===== config.mk =====
export PLATFORM = sky130hd
export DESIGN_NAME = sar_serial_sequencer
export DESIGN_NICKNAME = d
export VERILOG_FILES = /design/src/rtl/sar_seq_pkg.sv /design/src/rtl/sar_dclk_edges.sv /design/src/rtl/sar_approx_reg.sv /design/src/rtl/sar_serial_out.sv /design/src/rtl/sar_serial_sequencer.sv
export SDC_FILE = /design/constraint.sdc
export NUM_CORES = 1
export LEC_CHECK = 0
export BUFFER_PORTS_ARGS = -buffer_cell sky130_fd_sc_hd__buf_2
export CAP_MARGIN = 15
export CORE_AREA = 2 2 76 78
export CTS_CLUSTER_DIAMETER = 200
export DETAILED_ROUTE_END_ITERATION = 8
export DIE_AREA = 0 0 78 80
export PLACE_DENSITY = 0.5
export SLEW_MARGIN = 0
export SYNTH_ARGS = -nofsm -noshare
export SYNTH_HDL_FRONTEND = slang
export SYNTH_HIERARCHICAL = 1
export SYNTH_SLANG_ARGS = --single-unit

===== constraint.sdc =====
create_clock -name clk -period 3.6 [get_ports clk]
set_clock_uncertainty 0.05 [all_clocks]
set_input_delay 0.36 -clock clk [delete_from_list [all_inputs] [get_ports clk]]
set_output_delay 0.36 -clock clk [all_outputs]
set_load 0.05 [all_outputs]

===== src/rtl/sar_seq_pkg.sv =====
package sar_seq_pkg;

    typedef enum logic [2:0] {
        ST_IDLE,
        ST_SAMPLE,
        ST_NULL,
        ST_CONVERT,
        ST_REPLAY,
        ST_DONE
    } seq_state_e;

    // States in which the comparator and bias may be switched off.
    function automatic logic analog_off(input seq_state_e s);
        return (s == ST_IDLE) || (s == ST_REPLAY) || (s == ST_DONE);
    endfunction

endpackage


===== src/rtl/sar_dclk_edges.sv =====
module sar_dclk_edges (
    input  logic clk,
    input  logic rst_n,
    input  logic dclk,
    output logic rise_ev,
    output logic fall_ev
);
    logic dclk_d, dclk_q;

    always_comb begin
        dclk_d = dclk;
    end

    always_ff @(posedge clk or negedge rst_n) begin
        if (!rst_n) dclk_q <= 1'b0;
        else        dclk_q <= dclk_d;
    end

    assign rise_ev = dclk  & ~dclk_q;
    assign fall_ev = ~dclk &  dclk_q;
endmodule


===== src/rtl/sar_approx_reg.sv =====
module sar_approx_reg #(
    parameter int unsigned NBITS = 12,
    localparam int unsigned IDXW = $clog2(NBITS + 1)
) (
    input  logic             clk,
    input  logic             rst_n,
    input  logic             clr,
    input  logic             start,
    input  logic             decide,
    input  logic [IDXW-1:0]  idx,
    input  logic             cmp_hi,
    output logic [NBITS-1:0] code
);
    logic [NBITS-1:0] code_d, code_q;

    for (genvar i = 0; i < NBITS; i++) begin : g_bit
        localparam logic [IDXW-1:0] SELF  = IDXW'(i);
        localparam logic [IDXW-1:0] ABOVE = IDXW'(i + 1);
        localparam logic            MSB   = (i == NBITS - 1);
        assign code_d[i] = clr                     ? 1'b0   :
                           start                   ? MSB    :
                           (decide && idx == SELF)  ? cmp_hi :
                           (decide && idx == ABOVE) ? 1'b1   :
                                                     code_q[i];
    end

    always_ff @(posedge clk or negedge rst_n) begin
        if (!rst_n) code_q <= '0;
        else        code_q <= code_d;
    end

    assign code = code_q;
endmodule


===== src/rtl/sar_serial_out.sv =====
module sar_serial_out (
    input  logic clk,
    input  logic rst_n,
    input  logic off,
    input  logic load_null,
    input  logic shift,
    input  logic bit_val,
    output logic sdo,
    output logic sdo_oe
);
    typedef struct packed {
        logic oe;
        logic dat;
    } out_t;

    out_t o_d, o_q;

    always_comb begin
        o_d = o_q;
        if (off) begin
            o_d.oe  = 1'b0;
            o_d.dat = 1'b0;
        end else if (load_null) begin
            o_d.oe  = 1'b1;
            o_d.dat = 1'b0;
        end else if (shift) begin
            o_d.dat = bit_val;
        end
    end

    always_ff @(posedge clk or negedge rst_n) begin
        if (!rst_n) o_q <= '0;
        else        o_q <= o_d;
    end

    assign sdo    = o_q.dat;
    assign sdo_oe = o_q.oe;
endmodule


===== src/rtl/sar_serial_sequencer.sv =====
module sar_serial_sequencer #(
    parameter int unsigned NBITS        = 12,
    parameter int unsigned SAMPLE_FALLS = 2
) (
    input  logic             clk,
    input  logic             rst_n,
    input  logic             cs_n,
    input  logic             dclk,
    input  logic             cmp_hi,
    output logic [NBITS-1:0] trial_code,
    output logic             sample_en,
    output logic             cmp_pd,
    output logic             dig_pd,
    output logic             sdo,
    output logic             sdo_oe
);
    import sar_seq_pkg::*;

    localparam int unsigned IDXW = $clog2(NBITS + 1);
    localparam int unsigned CNTW = $clog2(SAMPLE_FALLS + 1);
    localparam logic [IDXW-1:0] TOP_IDX   = IDXW'(NBITS - 1);
    localparam logic [IDXW-1:0] END_IDX   = IDXW'(NBITS);
    localparam logic [CNTW-1:0] LAST_FALL = CNTW'(SAMPLE_FALLS - 1);

    typedef struct packed {
        seq_state_e      state;
        logic [IDXW-1:0] idx;
        logic [CNTW-1:0] falls;
    } seq_t;

    seq_t st_d, st_q;

    logic rise_ev, fall_ev;
    logic trial_clr, trial_start, decide;
    logic out_off, out_null, out_shift, out_bit;

    sar_dclk_edges u_edges (
        .clk     (clk),
        .rst_n   (rst_n),
        .dclk    (dclk),
        .rise_ev (rise_ev),
        .fall_ev (fall_ev)
    );

    sar_approx_reg #(.NBITS(NBITS)) u_trial (
        .clk    (clk),
        .rst_n  (rst_n),
        .clr    (trial_clr),
        .start  (trial_start),
        .decide (decide),
        .idx    (st_q.idx),
        .cmp_hi (cmp_hi),
        .code   (trial_code)
    );

    // Bit currently pointed at by the cursor; zero past the top.
    always_comb begin
        out_bit = 1'b0;
        for (int b = 0; b < NBITS; b++) begin
            if (st_q.idx == IDXW'(b)) out_bit = trial_code[b];
        end
    end

    always_comb begin
        st_d        = st_q;
        trial_clr   = 1'b0;
        trial_start = 1'b0;
        decide      = 1'b0;
        out_off     = 1'b0;
        out_null    = 1'b0;
        out_shift   = 1'b0;
        if (cs_n) begin
            st_d.state = ST_IDLE;
            st_d.idx   = '0;
            st_d.falls = '0;
            trial_clr  = 1'b1;
            out_off    = 1'b1;
        end else begin
            unique case (st_q.state)
                ST_IDLE: begin
                    st_d.state  = ST_SAMPLE;
                    st_d.falls  = '0;
                    trial_start = 1'b1;
                end
                ST_SAMPLE: begin
                    if (fall_ev) begin
                        if (st_q.falls == LAST_FALL) begin
                            st_d.state = ST_NULL;
                            st_d.idx   = TOP_IDX;
                            out_null   = 1'b1;
                        end else begin
                            st_d.falls = st_q.falls + 1'b1;
                        end
                    end
                end
                ST_NULL, ST_CONVERT: begin
                    decide = rise_ev;
                    if (fall_ev) begin
                        out_shift = 1'b1;
                        if (st_q.idx == '0) begin
                            st_d.state = ST_REPLAY;
                            st_d.idx   = IDXW'(1);
                        end else begin
                            st_d.state = ST_CONVERT;
                            st_d.idx   = st_q.idx - 1'b1;
                        end
                    end
                end
                ST_REPLAY: begin
                    if (fall_ev) begin
                        if (st_q.idx == END_IDX) begin
                            st_d.state = ST_DONE;
                            out_off    = 1'b1;
                        end else begin
                            out_shift = 1'b1;
                            st_d.idx  = st_q.idx + 1'b1;
                        end
                    end
                end
                ST_DONE: begin
                    st_d = st_q;
                end
                default: begin
                    st_d.state = ST_IDLE;
                end
            endcase
        end
    end

    always_ff @(posedge clk or negedge rst_n) begin
        if (!rst_n) begin
            st_q.state <= ST_IDLE;
            st_q.idx   <= '0;
            st_q.falls <= '0;
        end else begin
            st_q <= st_d;
        end
    end

    sar_serial_out u_out (
        .clk       (clk),
        .rst_n     (rst_n),
        .off       (out_off),
        .load_null (out_null),
        .shift     (out_shift),
        .bit_val   (out_bit),
        .sdo       (sdo),
        .sdo_oe    (sdo_oe)
    );

    assign sample_en = (st_q.state == ST_SAMPLE);
    assign cmp_pd    = analog_off(st_q.state);
    assign dig_pd    = (st_q.state == ST_IDLE);
endmodule


# == Yosys cells after proc, flatten, opt, wreduce, memory -nomap -nowiden ==
# Cells that the tools add are included.
# Widths: inputs -> output; s select.
# classes
add_sub_neg,3
eq_ne,26
n_mux,94
n_bitwise,4
n_reduce_logical,37
# op_table
cell,n
$mux 1,80
$reduce_bool 4->1,13
$mux 7,4
$eq 4x4->1 const B,5
$mux 9,2
$eq 4x3->1 const B,4
$ne 3x3->1 const B,5
$pmux 3 s5,1
$logic_and 1x1->1,13
$pmux 4 s3,1
$reduce_and 6->1,2
$eq 4x2->1 const B,2
$eq 3x2->1 const B,2
$eq 3x3->1 const B,2
$ne 3x2->1 const B,2
$reduce_bool 3->1,2
$add 4x1->4 const B,1
$eq 4x1->1 const B,1
$logic_not 4->1,1
$mux 2,2
$mux 4,1
$pmux 2 s2,1
$sub 4x1->4 const B,1
$eq 3x1->1 const B,1
12 further kinds,15
# totals
regBits,24
input_bits,5
output_inout_bits,17
wordCells,182

# == Longest topological paths before layout ==
# Gate-level depths: netlist (run 1).
# depth
word_depth,16
depth_mapped,9

# == Modules after synthesis ==
# Netlist (run 1), hierarchy kept.
# by_module_without_submodules
module,n_inst,cells_each,area_per_inst_um2,seq_area_each_um2
sar_serial_sequencer,1,127,1004.7,225.2
sar_approx_reg,1,74,735.7,300.3
sar_serial_out,1,6,77.6,50.0
sar_dclk_edges,1,3,40.0,25.0

# == Worst setup path before layout (run 1) ==
# OpenSTA, ideal clock, no wires.
# synth_timing
kind,register to output
from,reg st_q[7] in the netlist's numbering
to,out dig_pd
t_arrival_ns,1.664
setup_slack_ns,1.526
stages_incl_launch_ff,3
path_cell_list,dfrtp_1 -> buf_2 -> nor3_1
# synth_via
elab_chain_len,1
# synth_lines
element,line,source
"start, declared",sar_serial_sequencer.sv:31,"seq_t st_d, st_q;"
"start signal, assigned",sar_serial_sequencer.sv:136,st_q <= st_d;
$logic_not 3->1,sar_serial_sequencer.sv:153,assign dig_pd = (st_q.state == ST_IDLE);
"end, declared",sar_serial_sequencer.sv:13,"output logic dig_pd,"
# Every way passes these cells.

# == Worst setup path after layout (run 1) ==
# layout_timing
from,reg st_q[3] (netlist name)
to,reg u_out.o_q (netlist bit u_out/sdo)
# layout_via
elab_chain_len,16
elab_cells_between_ends,37
cone_classes,eq/ne (12); mux (23); reduce/logical (2)
# layout_lines
element,line,source
$logic_not 4->1,sar_serial_sequencer.sv:60,if (st_q.idx == IDXW'(b)) out_bit = trial_code[b];
$mux 1 (11 in a row),sar_serial_sequencer.sv:60,
$mux 1 *,sar_serial_sequencer.sv:60,
via out_bit,sar_serial_sequencer.sv:35,"logic out_off, out_null, out_shift, out_bit;"
$mux 1 *,sar_serial_out.sv:26,end else if (shift) begin
$mux 1 *,sar_serial_out.sv:23,end else if (load_null) begin
$mux 2 *,sar_serial_out.sv:20,if (off) begin
"end signal, assigned",sar_serial_out.sv:32,if (!rst_n) o_q <= '0;
"end signal, assigned",sar_serial_out.sv:33,else o_q <= o_d;
"end, declared",sar_serial_out.sv:16,"out_t o_d, o_q;"
# Mark *: on every way through the listed nets, which the timed path passes. The rest lies on a longest branch. The select of a mux whose other input is x is not followed.
# A chain may end at the register's enable or synchronous reset.

==> flow_summary.yaml, run 1 <==
detailed_routing:
  drcViolationCount: 0
  wl_um: 4570
  drt_first_pass_iters: 4
  vias_per_cell: 5.58
  via_count: 1635
  wl_per_cell_um: 15.6
  drtIter0Drc: 74
  final_antenna_net_count: 0
logic_synthesis:
  ys_async_sr_fraction_pct: 100
  synth_compound_area_share_pct: 22.7
  synth_top_family_by_area: "simple AND/OR/NAND/NOR gates"
  synth-adder-area-share_pct: 3.37
  synthCells: 210
  ys_warn_count: 6
  yosys.area_share.simple_pct: 31.0
  synth_xor_area_share_pct: 0.471
  synth_edf_count: 0
  netlist_area_um2: 1860
  synthMuxAreaShare_pct: 2.69
  seq_area_frac_synth_pct: 32.3
  synth_nets: 220
  ys.flop_type: "dfrtp_1"
  synth_area_per_cell_um2: 8.85
  synth_cell_types: 60
  ys_seq_elements: 24
floorplanning:
  core_um2: 5410
  die_area_um2: 6240
  dieWidth_um: 78
  ios: 22
  rows: 27
  fp.dieH_um: 80
  initial_core_util_pct: 34.4
pwr:
  p_sw_share_pct: 43.8
  p_int_uw: 520
  p_comb_share_pct: 40.1
  clockPowerShare_pct: 21.0
  pwr-share-seq_pct: 38.9
  power_density_nw_per_um2: 458
  power.leakage_nw: 0.806
  ir_drop_v: 0.000280
  p_sw_uw: 405
status:
  status: "finished clean"
clock_tree:
  clock_latency_ns: 0.27
  cts_sinks: 24
  postCtsSetupBuffers: 0
  cts-root-buf: "clkbuf_8"
  cts_tree: "built"
  cts_buffer_depth: 2
  cts_hold_buf: 0
  numCtsBuffers: 3
  cts_htree_levels: 1
  cts.clk_slew.worst_paths_ns: 0.10
  postCtsResizedCells: 0
worst_setup_path:
  cp-startpoint: "st_q[3]"
  worstPathRequired_ns: 3.75
  worst_r2r_endpoint: "u_out/sdo"
  crit_fanout: 20
  worst-r2r-cell-count: 7
  r2r_slack_ns: 1.24
  arrival_ns: 2.51
  reg2reg_from: "st_q[3]"
  cp_top_family: "flip-flops"
  crit_end: "u_out/sdo"
  cp_num_buf_inv: 0
  critPathMaxStageDelay_ns: 0.81
  critPathKind: "register to register"
  crit_cells: 7
  end_kind: "register"
  crit_slowest_cell: "dfrtp_1"
  startpoint_type: "register"
  crit_chain: "ha_1 > or4bb_1 > o311ai_0 > o211ai_1 > a21oi_1 > mux2i_1 > nor3_2"
global_routing:
  overflow: 0
  grt_pass1_vias: 1568
  met3_usage_pct: 2.71
  antenna_found_initial: 0
  gr-usage-met1_pct: 20.7
  grt.busiest_layer: "met2"
  use_met2_pct: 25.0
  grt_pass1_wl_um: 7630
  track_usage_pct: 15.5
  grt_max_degree: 28
finish:
  seqCellArea_um2: 601
  syn_to_final_growth_pct: 8.62
  final_util_pct: 37.3
  multi_input_area_um2: 1120
  postLayoutCellArea_um2: 2020
  drive_gt1_share_pct: 18.6
  nets: 232
  fillers: 578
  n_antenna_cell: 0
sta:
  hold_viol: 0
  relSlewSlack_pct: 44.1
  maxSlewViolCount: 0
  setup_viol: 0
  period_minus_slack_ns: 2.36
  finalSetupTns_ns: 0
  rsz0062_at_grt: "no"
  fin_ws_ns: 1.24
  finalCritPeriodShare_pct: 65.6
  fmax_ghz: 0.424
  worst_pin_slew_ns: 0.839
placed_design:
  place_congestion: 0.864
  portBuffers: 21
  place_area_um2: 1960
  hpwl_um: 3220
  dp_slack_ns: 1.28
hold_path:
  hold_path_class: "input port to asynchronous set/reset pin"
run:
  maxCapViolCount: 0
placed cells by master, fill, tap and decap left out, types with 7 or more instances in the layout:
master	Yosys	final
a21oi_1	19	19
a31oi_1	7	7
buf_2	6	21
dfrtp_1	24	24
nor2_1	16	16
nand2_1	7	7
nor3_1	9	9
o21ai_0	8	8
inv_1	11	11
nor2b_1	7	7
worst min path at each step:
stage / start / end / cells after the start / slack (ns)
final: rst_n / u_trial/code[1] / 1 / 0.02
after floorplan: rst_n / st_q[0] / 0 / 0.01
after global placement: rst_n / u_trial/code[2] / 1 / 0.35
after detailed placement: rst_n / u_trial/code[1] / 1 / 0.34
after CTS: rst_n / u_trial/code[1] / 1 / 0.04
after global routing: rst_n / u_trial/code[8] / 1 / 0.06
through the flow:
step / power [mW] / cells / hold WS [ns]
3_3_place_gp: 0.733 / 289 / 0.347
4_1_cts: 0.931 / 293 / 0.0391
2_1_floorplan: 0.662 / 210 / 0.0144
3_5_place_dp: 0.733 / 289 / 0.343
5_1_grt: 0.987 / 293 / 0.0603
6_report: 0.925 / 293 / 0.0159
registers in the layout, summed over array words and instances (netlist names):
name            flops
u_trial/code       12
st_q                9
u_out/sdo_oe        1
u_edges/dclk_q      1
u_out/sdo           1
synth_stat cells (all sizes together), types with 2 or more instances:
library cell / count / area, µm²
inv: 11 / 41.3
o221ai: 2 / 17.5
nand3: 3 / 15.0
a211oi: 4 / 40.0
nand3b: 2 / 15.0
nor3b: 4 / 30.0
a31oi: 7 / 43.8
a221oi: 2 / 17.5
nor2b: 7 / 43.8
nor2: 16 / 60.1
mux2i: 5 / 50.1
buf: 11 / 82.6
dfrtp: 24 / 601
o22ai: 2 / 12.5
and2b: 4 / 31.3
and4bb: 2 / 25.0
or2: 2 / 12.5
ha: 5 / 62.6
nor4: 5 / 31.3
and2: 2 / 12.5
o31a: 2 / 17.5
or4b: 2 / 23.8
nand2: 7 / 26.3
nand2b: 5 / 31.3
a21oi: 19 / 95.1
o21ai: 10 / 61.3
nand4: 2 / 12.5
o211ai: 4 / 30.0
and3: 2 / 12.5
clkbuf: 4 / 15.0
nor3: 13 / 85.1
power by group through the flow:
stage | Sequential [mW] | Combinational (mW) | Clock [mW]
6_report | 0.360 | 0.370 | 0.194
5_1_grt | 0.365 | 0.409 | 0.214
4_1_cts | 0.358 | 0.372 | 0.201
3_5_place_dp | 0.363 | 0.370 | 0
3_3_place_gp | 0.362 | 0.372 | 0
2_1_floorplan | 0.322 | 0.341 | 0
worst reg2reg max path, stage by stage, from the launching register on:
cell and delay [ns]:
dfrtp_1 0.81, ha_1 0.40, or4bb_1 0.41, o311ai_0 0.12
o211ai_1 0.15, a21oi_1 0.15, mux2i_1 0.10, nor3_2 0.11
layout make-up:
class,count,area share [%]
clock buffers,4,2.73
inverters,11,2.05
multi-input cells,160,55.4
repair buffers,22,5.58
well taps,72,4.46
flip-flops and latches,24,29.8
cells by family after synthesis:
kind of cell | after synthesis
AOI/OAI and AO/OA | 61
xor gates and xnor gates | 1
adders and majority gates | 5
buffers and inverters | 26
DFF | 24
muxes | 5
and+or+nand+nor | 88
layer usage:
| layer | vias to the layer above | routed length (µm) |
|---|---|---|
| met3 | 6 | 165 |
| met4 | 0 | 59 |
| met1 | 773 | 2240 |
| met2 | 53 | 2100 |
| li1 | 803 | - |
| met5 | - | 0 |
Power figures use the tool's default switching activity.
==> inputs of run 2 (changes only) <==
- clock period: 3.6 -> 2.4 ns (I/O delays scaled with it)
==> run 2 against run 1 <==
Combinational power grew 74%. Worst setup slack lost 0.92 ns. Sequential power grew 37%. Sequential share of layout area shrank 0.86 points. Clock power grew 53%. Maximum frequency grew 13%. Final cell count grew 2.4%. Critical path type unchanged. Critical endpoint unchanged. Highest routed layer unchanged.
==> flow_summary.yaml, run 2 (synthesis results as in run 1) <==
global_routing:
  antenna_found_initial: 0
  grt_pass1_vias: 1566
  grt_max_degree: 25
  track_usage_pct: 15.8
  overflow: 0
  grt_pass1_wl_um: 7840
sta:
  fin_ws_ns: 0.318
  rsz0062_at_grt: "no"
  worst_pin_slew_ns: 0.586
  finalSetupTns_ns: 0
  whs_ns: 0.0367
  period_minus_slack_ns: 2.08
  setup_viol: 0
  maxSlewViolCount: 0
  hold_viol: 0
  fmax_ghz: 0.480
  finalCritPeriodShare_pct: 86.8
  relSlewSlack_pct: 60.9
hold_path:
  min_path_cells: 1
  hold_path_class: "input port to register"
finish:
  n_antenna_cell: 0
  nets: 239
  postLayoutCellArea_um2: 2080
  mostFrequentLayoutCell: "dfrtp_1"
  largest_reg_flops: 12
  final_cell_mix: "24 x dfrtp_1, 21 x buf_2, 19 x a21oi_1"
  drive_gt1_share_pct: 21.1
  syn_to_final_growth_pct: 11.9
clock_tree:
  cts_buffer_depth: 2
  cts_sinks: 24
  cts.clk_slew.worst_paths_ns: 0.09
  numCtsBuffers: 3
  clock_latency_ns: 0.28
  postCtsSetupBuffers: 0
  cts_htree_levels: 1
  cts-root-buf: "clkbuf_8"
  cts_tree: "built"
detailed_routing:
  wl_um: 4740
  drt_first_pass_iters: 4
  vias_per_cell: 5.47
  drcViolationCount: 0
  wl_per_cell_um: 15.8
  drtIter0Drc: 91
  via_count: 1640
  final_antenna_net_count: 0
worst_setup_path:
  critPathKind: "register to register"
  cp_top_family: "compound AO/OA/AOI/OAI gates"
  arrival_ns: 2.23
  end_kind: "register"
  crit_cells: 7
  crit_slowest_cell: "dfrtp_1"
  worst-r2r-cell-count: 7
  r2r_slack_ns: 0.32
  crit_chain: "ha_1 > or3_1 > a211oi_1 > o211ai_1 > a21oi_1 > mux2i_1 > nor3_2"
  cp_num_buf_inv: 0
  worstPathRequired_ns: 2.55
  startpoint_type: "register"
  critPathMaxStageDelay_ns: 0.49
  crit_fanout: 9
status:
  status: "finished clean"
pwr:
  power_density_nw_per_um2: 689
  power.leakage_nw: 0.845
  ir_drop_v: 0.000283
placed_design:
  portBuffers: 21
  place_congestion: 0.855
  dp_slack_ns: 0.235
  hpwl_um: 3390
  place_area_um2: 2010
floorplanning:
  fp.dieH_um: 80
  initial_core_util_pct: 34.4
  ios: 22
  core_um2: 5410
  dieWidth_um: 78
  rows: 27
  die_area_um2: 6240
run:
  maxCapViolCount: 0
==> run 2: report_power, final <==
| group | leakage, nW | total [mW] | internal [mW] | switching, mW |
|---|---|---|---|---|
| Clock | 0.0288 | 0.296 | 0.147 | 0.149 |
| Combinational | 0.486 | 0.643 | 0.232 | 0.412 |
| Sequential | 0.330 | 0.492 | 0.428 | 0.0637 |
| Total | 0.845 | 1.43 | 0.807 | 0.624 |
==> run 2: worst register-to-register path: stages (launching register included) <==
cell	delay (ns)
dfrtp_1	0.49
ha_1	0.32
or3_1	0.39
a211oi_1	0.21
o211ai_1	0.16
a21oi_1	0.17
mux2i_1	0.10
nor3_2	0.12
==> run 2: what timing repair did <==
item                                    4_1_cts  5_1_grt
hold buffers                                  1        0
hold endpoints to repair                     24        0
endpoints found under the setup margin        0        1
gates resized for setup                       0        1
==> run 2: final timing paths <==
check | startpoint | endpoint
min | dclk | u_edges/dclk_q
min in group asynchronous | rst_n | u_trial/code[1]
min reg2reg | u_out/sdo_oe | u_out/sdo_oe
max in group asynchronous | rst_n | st_q[3]
max | st_q[2] | u_out/sdo
max reg2reg | st_q[2] | u_out/sdo
==> run 2: per-layer routing <==
layer	part of all wire (%)	routed length, µm	global-route usage, %	vias up
met5	0	0	0	-
met4	1.4	65	3.86	0
met3	3.5	164	2.60	8
met2	48	2250	27.0	35
met1	48	2250	20.7	780
li1	-	-	-	817
==> run 2: layout make-up <==
cell class                      instances  area (µm²)
Timing Repair Buffer                   29         168
Inverter                               11        41.3
Clock buffer                            4        55.1
Sequential cell                        24         601
Multi-Input combinational cell        160        1120
Tap cell                               72        90.1
Fill cell                             577        3330
==> run 2: stage by stage <==
stage / cells / power [mW] / util, %
floorplan: 210 / 0.994 / -
global placement: 295 / 1.14 / 37.2
detailed placement: 295 / 1.14 / 37.2
CTS: 300 / 1.44 / 38.4
global route: 300 / 1.53 / 38.4
finish: 300 / 1.43 / 38.4
==> inputs of run 3 (changes only) <==
- CORE_AREA: 2 2 76 78 -> 2 2 66 68
- DIE_AREA: 0 0 78 80 -> 0 0 68 70
- PLACE_DENSITY: 0.5 -> 0.63
==> run 3 against run 2 <==
Critical path type unchanged. Critical endpoint is now st_q[3]. First-iteration DRC count rose by 16%. Hold slack improved by 0.0082 ns. Worst setup slack got worse by 0.083 ns. Via count up 0.43%. Global-route usage increased by 4.1 points. Largest cell class unchanged.
==> flow_summary.yaml, run 3 (synthesis results as in run 1) <==
sta:
  fmax_ghz: 0.462
  finalCritPeriodShare_pct: 90.2
  period_minus_slack_ns: 2.17
  relSlewSlack_pct: 63.4
  rsz0062_at_grt: "no"
  finalSetupTns_ns: 0
  maxSlewViolCount: 0
  hold_viol: 0
  worst_pin_slew_ns: 0.550
  setup_viol: 0
status:
  status: "finished clean"
worst_setup_path:
  end_kind: "register"
  critPathMaxStageDelay_ns: 0.47
  worstPathRequired_ns: 2.49
  arrival_ns: 2.26
  crit_chain: "inv_1 > ha_1 > nor3b_1 > nor2_1 > a221oi_1 > a311oi_1"
  startpoint_type: "register"
  crit_slowest_cell: "dfrtp_1"
  critPathKind: "register to register"
  crit_fanout: 11
clock_tree:
  cts_htree_levels: 1
  postCtsResizedCells: 0
  postCtsSetupBuffers: 0
  clock_latency_ns: 0.27
  cts.clk_slew.worst_paths_ns: 0.09
  cts_buffer_depth: 2
  cts-root-buf: "clkbuf_8"
  numCtsBuffers: 3
  cts_tree: "built"
  cts_sinks: 24
run:
  maxCapViolCount: 0
pwr:
  total_power_mw: 1.36
  power_density_nw_per_um2: 669
  power.leakage_nw: 0.835
  ir_drop_v: 0.000285
detailed_routing:
  via_count: 1647
  final_antenna_net_count: 0
  wl_um: 4430
  drcViolationCount: 0
  vias_per_cell: 5.90
  wl_per_cell_um: 15.9
  drt_first_pass_iters: 4
  drtIter0Drc: 106
floorplanning:
  dieWidth_um: 68
  fp.dieH_um: 70
  ios: 22
  rows: 24
  die_area_um2: 4760
  initial_core_util_pct: 44.8
  core_um2: 4140
finish:
  syn_to_final_growth_pct: 9.49
  seqCellArea_um2: 601
  n_antenna_cell: 0
  multi_input_area_um2: 1120
  fillers: 394
  final_cell_mix: "24 x dfrtp_1, 21 x buf_2, 19 x a21oi_1"
  drive_gt1_share_pct: 20.3
  mostFrequentLayoutCell: "dfrtp_1"
  largest_reg_flops: 12
  nets: 239
global_routing:
  grt_max_degree: 25
  track_usage_pct: 19.8
  grt_pass1_vias: 1583
  grt_pass1_wl_um: 7290
  overflow: 0
  antenna_found_initial: 0
placed_design:
  portBuffers: 21
  hpwl_um: 3120
  place_congestion: 0.875
hold_path:
  hold_path_class: "input port to register"
[run 3: cell types whose count changed in the layout (fill, tap and decap cells not counted)]
cell,previous run,this run
clkbuf_8,4,3
nor3b_2,1,0
nor3b_1,3,4
[run 3: metrics by stage]
step / area (µm²) / hold slack, ns / setup slack [ns] / util, % / std cells
2_1_floorplan: 1860 / -0.106 / 0.420 / - / 210
5_1_grt: 2030 / 0.0352 / 0.0365 / 49.1 / 279
4_1_cts: 2030 / 0.0381 / 0.212 / 49.1 / 279
3_5_place_dp: 1980 / 0.212 / 0.252 / 47.9 / 275
6_report: 2030 / 0.0448 / 0.234 / 49.1 / 279
3_3_place_gp: 1980 / 0.205 / 0.174 / 47.9 / 275
[run 3: final timing paths]
| path | startpoint | to | slack, ns | cells after the start |
|---|---|---|---|---|
| setup / recovery | st_q[2] | st_q[3] | 0.23 | 6 |
| hold / removal | dclk | u_edges/dclk_q | 0.04 | 1 |
| setup reg to reg | st_q[2] | st_q[3] | 0.23 | 6 |
| hold reg to reg | u_out/sdo_oe | u_out/sdo_oe | 0.46 | 2 |
| max in group asynchronous | rst_n | st_q[2] | 1.50 | 2 |
| min in group asynchronous | rst_n | u_trial/code[10] | 0.43 | 2 |
[run 3: power breakdown]
| part | switching (mW) | total [mW] | internal (mW) |
|---|---|---|---|
| clock | 0.134 | 0.246 | 0.113 |
| combinational | 0.403 | 0.630 | 0.227 |
| sequential | 0.0563 | 0.485 | 0.428 |
| total | 0.593 | 1.36 | 0.768 |
[run 3: final cells by class]
type / instances / share of cell area (%)
multi-input cells: 160 / 55.0
flip-flops and latches: 24 / 29.5
repair buffers: 29 / 8.24
well taps: 52 / 3.20
clock buffers: 3 / 2.03
inverters: 11 / 2.03
[run 3: critical path, delay by kind of cell, from the launching register on]
kind / cells / cell delay, ns
AOI/OAI and AO/OA: 2 / 0.49
adders and majority gates: 1 / 0.36
buffers and inverters: 1 / 0.11
DFF: 1 / 0.47
and+or+nand+nor: 2 / 0.56
[run 3: timing repair]
action	in CTS	in global routing
hold buffers	1	0
setup endpoints to repair	0	0
endpoints found under the hold margin	24	0
[run 3: metal layers]
| metal | GRT usage (%) | vias up | wire, µm |
|---|---|---|---|
| met4 | 9.11 | 0 | 94 |
| li1 | - | 816 | - |
| met1 | 26.3 | 785 | 2080 |
| met3 | 2.58 | 8 | 131 |
| met2 | 31.4 | 38 | 2120 |
| met5 | 0 | - | 0 |
